<file path="config.mk">
export PLATFORM = sky130hd
export DESIGN_NAME = evt_timer_cmp
export DESIGN_NICKNAME = d
export VERILOG_FILES = /design/src/rtl/evt_timer_pkg.sv /design/src/rtl/evt_counter.sv /design/src/rtl/evt_cmp_chan.sv /design/src/rtl/evt_regs.sv /design/src/rtl/evt_timer_cmp.sv
export SDC_FILE = /design/constraint.sdc
export NUM_CORES = 1
export LEC_CHECK = 0
export CORE_MARGIN = 2
export CORE_UTILIZATION = 40
export DETAILED_ROUTE_END_ITERATION = 8
export PLACE_DENSITY = 0.67
export SYNTH_ARGS = -nofsm -noshare
export SYNTH_HDL_FRONTEND = slang
export SYNTH_SLANG_ARGS = --single-unit
</file>
<file path="constraint.sdc">
create_clock -name clk -period 4.8 [get_ports clk]
set_clock_uncertainty 0.2 [all_clocks]
set_input_delay 0.96 -clock clk [delete_from_list [all_inputs] [get_ports clk]]
set_output_delay 0.96 -clock clk [all_outputs]
set_load 0.01 [all_outputs]
</file>
<file path="src/rtl/evt_timer_pkg.sv">
package evt_timer_pkg;
  localparam int unsigned A_TIME_HI  = 0;
  localparam int unsigned A_TIME_LO  = 1;
  localparam int unsigned A_MASK     = 2;
  localparam int unsigned A_DIS      = 3;
  localparam int unsigned A_STAT     = 4;
  localparam int unsigned A_CMP_BASE = 8;

  function automatic int unsigned cmp_hi_addr(input int unsigned ch);
    return A_CMP_BASE + 2 * ch;
  endfunction

  function automatic int unsigned cmp_lo_addr(input int unsigned ch);
    return A_CMP_BASE + 2 * ch + 1;
  endfunction
endpackage

</file>
<file path="src/rtl/evt_counter.sv">
module evt_counter #(
  parameter int CNT_W = 24
) (
  input  logic             clk,
  input  logic             rst_n,
  output logic [CNT_W-1:0] cnt
);
  logic past_ok;

  always_ff @(posedge clk) begin
    if (!rst_n) begin
      cnt     <= '0;
      past_ok <= 1'b0;
    end else begin
      cnt     <= cnt + 1'b1;
      past_ok <= 1'b1;
    end
  end

  p_cnt_step_r1: assert property (@(posedge clk) disable iff (!rst_n)
    past_ok |-> (cnt == CNT_W'($past(cnt) + 1'b1)));
endmodule

</file>
<file path="src/rtl/evt_cmp_chan.sv">
module evt_cmp_chan
  import evt_timer_pkg::*;
#(
  parameter int CNT_W  = 24,
  parameter int WORD_W = 16,
  parameter int ADDR_W = 4,
  parameter int CH     = 0
) (
  input  logic              clk,
  input  logic              rst_n,
  input  logic              wr_en,
  input  logic [ADDR_W-1:0] addr,
  input  logic [WORD_W-1:0] wdata,
  input  logic [CNT_W-1:0]  cnt,
  input  logic              dis,
  output logic              hit,
  output logic [CNT_W-1:0]  cmp_val
);
  localparam int HI_W = CNT_W - WORD_W;
  localparam logic [ADDR_W-1:0] HI_ADDR = ADDR_W'(cmp_hi_addr(CH));
  localparam logic [ADDR_W-1:0] LO_ADDR = ADDR_W'(cmp_lo_addr(CH));

  logic [CNT_W-1:0] cmp_q;
  logic             inh_q;
  logic             hi_wr;
  logic             lo_wr;

  function automatic logic is_match(input logic [CNT_W-1:0] t,
                                    input logic [CNT_W-1:0] c,
                                    input logic blocked);
    return (t == c) && !blocked;
  endfunction

  assign hi_wr   = wr_en && (addr == HI_ADDR);
  assign lo_wr   = wr_en && (addr == LO_ADDR);
  assign hit     = is_match(cnt, cmp_q, dis || inh_q || hi_wr);
  assign cmp_val = cmp_q;

  always_ff @(posedge clk) begin
    if (!rst_n) begin
      cmp_q <= '0;
      inh_q <= 1'b0;
    end else if (hi_wr) begin
      cmp_q[CNT_W-1:WORD_W] <= wdata[HI_W-1:0];
      inh_q                 <= 1'b1;
    end else if (lo_wr) begin
      cmp_q[WORD_W-1:0] <= wdata;
      inh_q             <= 1'b0;
    end
  end

  p_hi_sets_inh_r3: assert property (@(posedge clk) disable iff (!rst_n)
    hi_wr |=> inh_q);
  p_inh_quiet_r3: assert property (@(posedge clk) disable iff (!rst_n)
    inh_q |-> !hit);
  p_lo_no_inh_r4: assert property (@(posedge clk) disable iff (!rst_n)
    (lo_wr && !inh_q) |=> !inh_q);
  p_hit_pulse_r2: assert property (@(posedge clk) disable iff (!rst_n)
    hit |=> !hit);
endmodule

</file>
<file path="src/rtl/evt_regs.sv">
module evt_regs
  import evt_timer_pkg::*;
#(
  parameter int CNT_W  = 24,
  parameter int WORD_W = 16,
  parameter int ADDR_W = 4,
  parameter int NCH    = 4
) (
  input  logic               clk,
  input  logic               rst_n,
  input  logic               wr_en,
  input  logic               rd_en,
  input  logic [ADDR_W-1:0]  addr,
  input  logic [NCH-1:0]     wbits,
  input  logic [CNT_W-1:0]   cnt,
  input  logic [NCH-1:0]     hit,
  input  logic [NCH*CNT_W-1:0] cmp_flat,
  output logic [NCH-1:0]     dis_eff,
  output logic [WORD_W-1:0]  rdata,
  output logic               irq
);
  localparam int HI_W = CNT_W - WORD_W;

  logic [NCH-1:0]    mask_q;
  logic [NCH-1:0]    dis_q;
  logic [NCH-1:0]    status_q;
  logic [WORD_W-1:0] tlo_q;
  logic [WORD_W-1:0] rdata_q;
  logic [WORD_W-1:0] rd_mux;
  logic              dis_wr;
  logic              mask_wr;
  logic              stat_rd;
  logic              thi_rd;
  logic [NCH-1:0]    status_nxt;

  function automatic logic [NCH-1:0] next_status(input logic [NCH-1:0] cur,
                                                 input logic [NCH-1:0] clr,
                                                 input logic [NCH-1:0] set);
    return (cur & ~clr) | set;
  endfunction

  assign dis_wr  = wr_en && (addr == ADDR_W'(A_DIS));
  assign mask_wr = wr_en && (addr == ADDR_W'(A_MASK));
  assign stat_rd = rd_en && (addr == ADDR_W'(A_STAT));
  assign thi_rd  = rd_en && (addr == ADDR_W'(A_TIME_HI));
  assign dis_eff = dis_wr ? wbits : dis_q;

  assign status_nxt = next_status(status_q,
                                  (stat_rd ? {NCH{1'b1}} : '0) | (dis_wr ? wbits : '0),
                                  hit);

  always_comb begin
    rd_mux = '0;
    if (addr == ADDR_W'(A_TIME_HI)) rd_mux = WORD_W'(cnt[CNT_W-1:WORD_W]);
    else if (addr == ADDR_W'(A_TIME_LO)) rd_mux = tlo_q;
    else if (addr == ADDR_W'(A_MASK)) rd_mux = WORD_W'(mask_q);
    else if (addr == ADDR_W'(A_DIS)) rd_mux = WORD_W'(dis_q);
    else if (addr == ADDR_W'(A_STAT)) rd_mux = WORD_W'(status_q);
    else begin
      for (int ch = 0; ch < NCH; ch++) begin
        if (addr == ADDR_W'(cmp_hi_addr(ch)))
          rd_mux = WORD_W'(cmp_flat[ch*CNT_W+WORD_W +: HI_W]);
        else if (addr == ADDR_W'(cmp_lo_addr(ch)))
          rd_mux = cmp_flat[ch*CNT_W +: WORD_W];
      end
    end
  end

  always_ff @(posedge clk) begin
    if (!rst_n) begin
      mask_q   <= '0;
      dis_q    <= '0;
      status_q <= '0;
      tlo_q    <= '0;
      rdata_q  <= '0;
    end else begin
      status_q <= status_nxt;
      if (mask_wr) mask_q <= wbits;
      if (dis_wr)  dis_q  <= wbits;
      if (thi_rd)  tlo_q  <= cnt[WORD_W-1:0];
      if (rd_en)   rdata_q <= rd_mux;
    end
  end

  assign rdata = rdata_q;
  assign irq   = |(status_q & mask_q);

  p_stat_set_r5: assert property (@(posedge clk) disable iff (!rst_n)
    (|hit) |=> ((status_q & $past(hit)) == $past(hit)));
  p_irq_mask_r5: assert property (@(posedge clk) disable iff (!rst_n)
    (mask_q == '0) |-> !irq);
  p_dis_clears_r6: assert property (@(posedge clk) disable iff (!rst_n)
    dis_wr |=> ((status_q & $past(wbits)) == '0));
  p_rd_clears_r8: assert property (@(posedge clk) disable iff (!rst_n)
    (stat_rd && (hit == '0)) |=> (status_q == '0));
  p_tlo_capture_r9: assert property (@(posedge clk) disable iff (!rst_n)
    thi_rd |=> (tlo_q == $past(cnt[WORD_W-1:0])));
endmodule

</file>
<file path="src/rtl/evt_timer_cmp.sv">
module evt_timer_cmp #(
  parameter int CNT_W  = 24,
  parameter int WORD_W = 16,
  parameter int NCH    = 4,
  parameter int ADDR_W = 4
) (
  input  logic              clk,
  input  logic              rst_n,
  input  logic              wr_en,
  input  logic              rd_en,
  input  logic [ADDR_W-1:0] addr,
  input  logic [WORD_W-1:0] wdata,
  output logic [WORD_W-1:0] rdata,
  output logic              irq,
  output logic [NCH-1:0]    match_pulse
);
  logic [CNT_W-1:0]     cnt;
  logic [NCH-1:0]       hit;
  logic [NCH-1:0]       dis_eff;
  logic [NCH*CNT_W-1:0] cmp_flat;

  evt_counter #(.CNT_W(CNT_W)) u_cnt (
    .clk(clk), .rst_n(rst_n), .cnt(cnt)
  );

  for (genvar g = 0; g < NCH; g++) begin : g_chan
    evt_cmp_chan #(
      .CNT_W(CNT_W), .WORD_W(WORD_W), .ADDR_W(ADDR_W), .CH(g)
    ) u_chan (
      .clk(clk), .rst_n(rst_n), .wr_en(wr_en), .addr(addr), .wdata(wdata),
      .cnt(cnt), .dis(dis_eff[g]), .hit(hit[g]),
      .cmp_val(cmp_flat[g*CNT_W +: CNT_W])
    );
  end

  evt_regs #(
    .CNT_W(CNT_W), .WORD_W(WORD_W), .ADDR_W(ADDR_W), .NCH(NCH)
  ) u_regs (
    .clk(clk), .rst_n(rst_n), .wr_en(wr_en), .rd_en(rd_en), .addr(addr),
    .wbits(wdata[NCH-1:0]), .cnt(cnt), .hit(hit), .cmp_flat(cmp_flat),
    .dis_eff(dis_eff), .rdata(rdata), .irq(irq)
  );

  assign match_pulse = hit;

  p_one_hot_time_r2: assert property (@(posedge clk) disable iff (!rst_n)
    (|match_pulse) |=> ((match_pulse & $past(match_pulse)) == '0));
endmodule

</file>
==> results.yml <==
worst_setup_path:
  critPathLaunchType: "input pin"
  cp-end-kind: "primary output"
  r2r_cells: 6
  critPathMaxFanout: 23
  rr_endpoint: "u_cnt.cnt[19]$_SDFF_PN0_"
  critPathSlowestCell: "clkdlybuf4s50_1"
  crit_buf_inv: 3
  cp_data_required_time_ns: 3.64
  setup.worst_path.class: "in2out"
  arrival_ns: 3.26
  r2r_start: "u_cnt.cnt[2]$_SDFF_PN0_"
  crit_top_cell: "clkdlybuf4s50_1"
  ff2ff_setup_slack_ns: 2.46
  crit_chain: "clkdlybuf4s50_1 > buf_4 > nor3b_2 > nand2_1 > nand4_1 > nor4_1 > and3_1 > clkdlybuf4s50_1"
  max_stage_delay_ns: 0.66
  path_delay_family: "buffers and inverters"
clock_tree:
  root_buffer: "clkbuf_16"
  numCtsBuffers: 17
  clk_path_buf_depth: 2
  cts_setup_buffers: 0
  cts_max_level: 4
  cts_tree: "done"
  cts.clk_slew.worst_paths_ns: 0.07
  clk_latency_ns: 0.44
  cts.sinks: 168
  cts.hold.buffers_added: 0
  post_cts_resize_count: 0
final_layout:
  final_nets: 1066
  drive_above_1_share: 0.0816
  layout_commonest_cell: "nand2_1"
  final_cell_mix: "nand2_1, dfxtp_1, a21boi_0"
  syn2layout_area_growth_pct: 12.2
  n_antenna_cell: 0
  fin_cells: 1334
  fill_cells: 2090
  final_area_um2: 10100
hold_path:
  hold_depth: 2
  hold_class: "reg2reg"
  holdCritStartpoint: "u_regs.tlo_q[8]$_SDFFE_PN0P_"
  min_to: "u_regs.tlo_q[8]$_SDFFE_PN0P_"
power_and_ir_drop:
  power_density_nw_per_um2: 314
  vdd_drop_max_mv: 0.154
  p_leak_uw: 0.00392
sta:
  max-slew-margin-rel: 0.397
  hold_viol: 0
  setup_viol: 0
  period_share: 0.921
  slew_violations: 0
  whs_ns: 0.266
  worst_pin_slew_ns: 0.897
  final.setup.tns_ns: 0
  finalWorstSetupSlack_ns: 0.378
  period_minus_slack_ns: 4.42
  rsz0062_at_grt: "false"
  max_freq_mhz: 226
flow_run:
  drv_cap: 0
drt:
  drt_pass1_iterations: 7
  wl_per_cell_um: 21.4
  vias: 7544
  wirelength_um: 28600
  route.detailed.drc: 0
  drt_iter0_drc: 780
  antenna_left: 0
  viasPerCell: 5.66
yosys:
  syn-mean-instance-area_um2: 8.59
  synthTopCellsByArea: "dfxtp_1, nand2_1, xor2_1"
  synth_seq_cells: 168
  yosysSeqAreaShare: 0.372
  synthFlopType: "dfxtp_1"
  synth-edff-count: 0
  synth_top_cell_by_area: "dfxtp_1"
  synth.top_cell.area_share: 0.372
  syn-cell-area_um2: 9030
  synth_cell_types: 62
  async_flop_share: 0
  ys_warn_count: 0
  synth_nets: 1076
  synthCells: 1051
grt:
  antenna_found_initial: 0
  grt_max_degree: 74
  track_usage: 0.241
  gr-total-overflow: 0
  grt_pass1_vias: 7158
  grt_pass1_wl_um: 43400
placed_design:
  place_area_um2: 9530
  port_buffers: 44
  place_ws_ns: 0.398
  hpwl_um: 20900
  place_congestion: 1.03
  place_inst: 1302
floorplanning:
  core-area_um2: 22000
  die_h_um: 154
  start_util: 0.411
  rows: 54
  die_w_um: 154
  dieArea_um2: 23800
  ioPinCount: 45
outcome:
  outcome: "completed"
## logic make-up (layout without fill, tap and decap cells)
family,Yosys count,after routing,synth area share
AND/OR/NAND/NOR,394,394,0.218
AO/OA/AOI/OAI,206,206,0.171
flip-flops,168,168,0.372
buffers and inverters,114,117,0.0606
XOR/XNOR,112,112,0.109
multiplexers,56,56,0.0676
adder cells (fa/ha/maj),1,1,0.00139
## tightest hold or removal path, delay by kind of cell, from the launching register on
| family | cells | cell delay, ns |
|---|---|---|
| compound gates | 1 | 0.05 |
| simple gates | 1 | 0.05 |
| flops | 1 | 0.32 |
## metal layers
layer | vias up | share of wire | global-route usage
li1 | 3582 | - | -
met1 | 3658 | 0.46 | 0.341
met2 | 268 | 0.45 | 0.371
met3 | 36 | 0.069 | 0.0420
met4 | 0 | 0.026 | 0.0842
met5 | - | 0 | 0
## report_power, final
| group | internal [uW] | switching [uW] |
|---|---|---|
| Sequential | 1420 | 33.4 |
| Combinational | 132 | 174 |
| Clock | 825 | 594 |
## cell usage after synthesis, types with 8 or more instances
cell type and instances:
buf_4 14, xnor2_1 45, nand4_1 20, a21oi_1 13, nor2_1 9, and3_1 13
mux2_2 10, dfxtp_1 168, a222oi_1 10, nor2b_1 42, clkbuf_1 42, o211a_1 8
a21boi_1 24, nor4_1 18, o21ai_0 22, a22o_1 14, a21boi_0 69, buf_2 41
mux2i_1 43, inv_1 12, nor3_1 8, nand3_1 28, xor2_1 67, nand2_1 201
and2_1 29
## registers in the layout, summed over array words and instances (netlist names)
name,count
g_chan.u_chan.cmp_val,96
u_cnt.cnt,24
u_regs.rdata,16
u_regs.tlo_q,16
g_chan.u_chan.inh_q,4
u_regs.dis_q,4
u_regs.mask_q,4
u_regs.status_q,4
## worst max-delay path by stage
stage | slack, ns | startpoint | to | cells past startpoint
after floorplan | 1.45 | addr[1] | match_pulse[3] | 6
after global placement | 0.42 | addr[2] | match_pulse[1] | 8
after detailed placement | 0.40 | addr[2] | match_pulse[1] | 8
after CTS | 0.39 | addr[2] | match_pulse[1] | 8
after global routing | 0.28 | addr[2] | match_pulse[0] | 6
final | 0.38 | addr[2] | match_pulse[1] | 8
## metrics by stage
step / total power (uW) / util
2_1_floorplan: 1670 / -
3_3_place_gp: 1790 / 0.434
3_5_place_dp: 1790 / 0.434
6_report: 3180 / 0.461
5_1_grt: 3270 / 0.461
4_1_cts: 3190 / 0.461
## layout make-up
cell class | count | area (um2) | area share
flip-flops and latches | 168 | 3360 | 0.332
inverters | 12 | 45.0 | 0.00445
multi-input cells | 769 | 5120 | 0.505
repair buffers | 73 | 651 | 0.0642
clock inverters | 9 | 114 | 0.0112
well taps | 280 | 350 | 0.0346
clock buffers | 23 | 488 | 0.0482
Power figures use the tool's default switching activity.
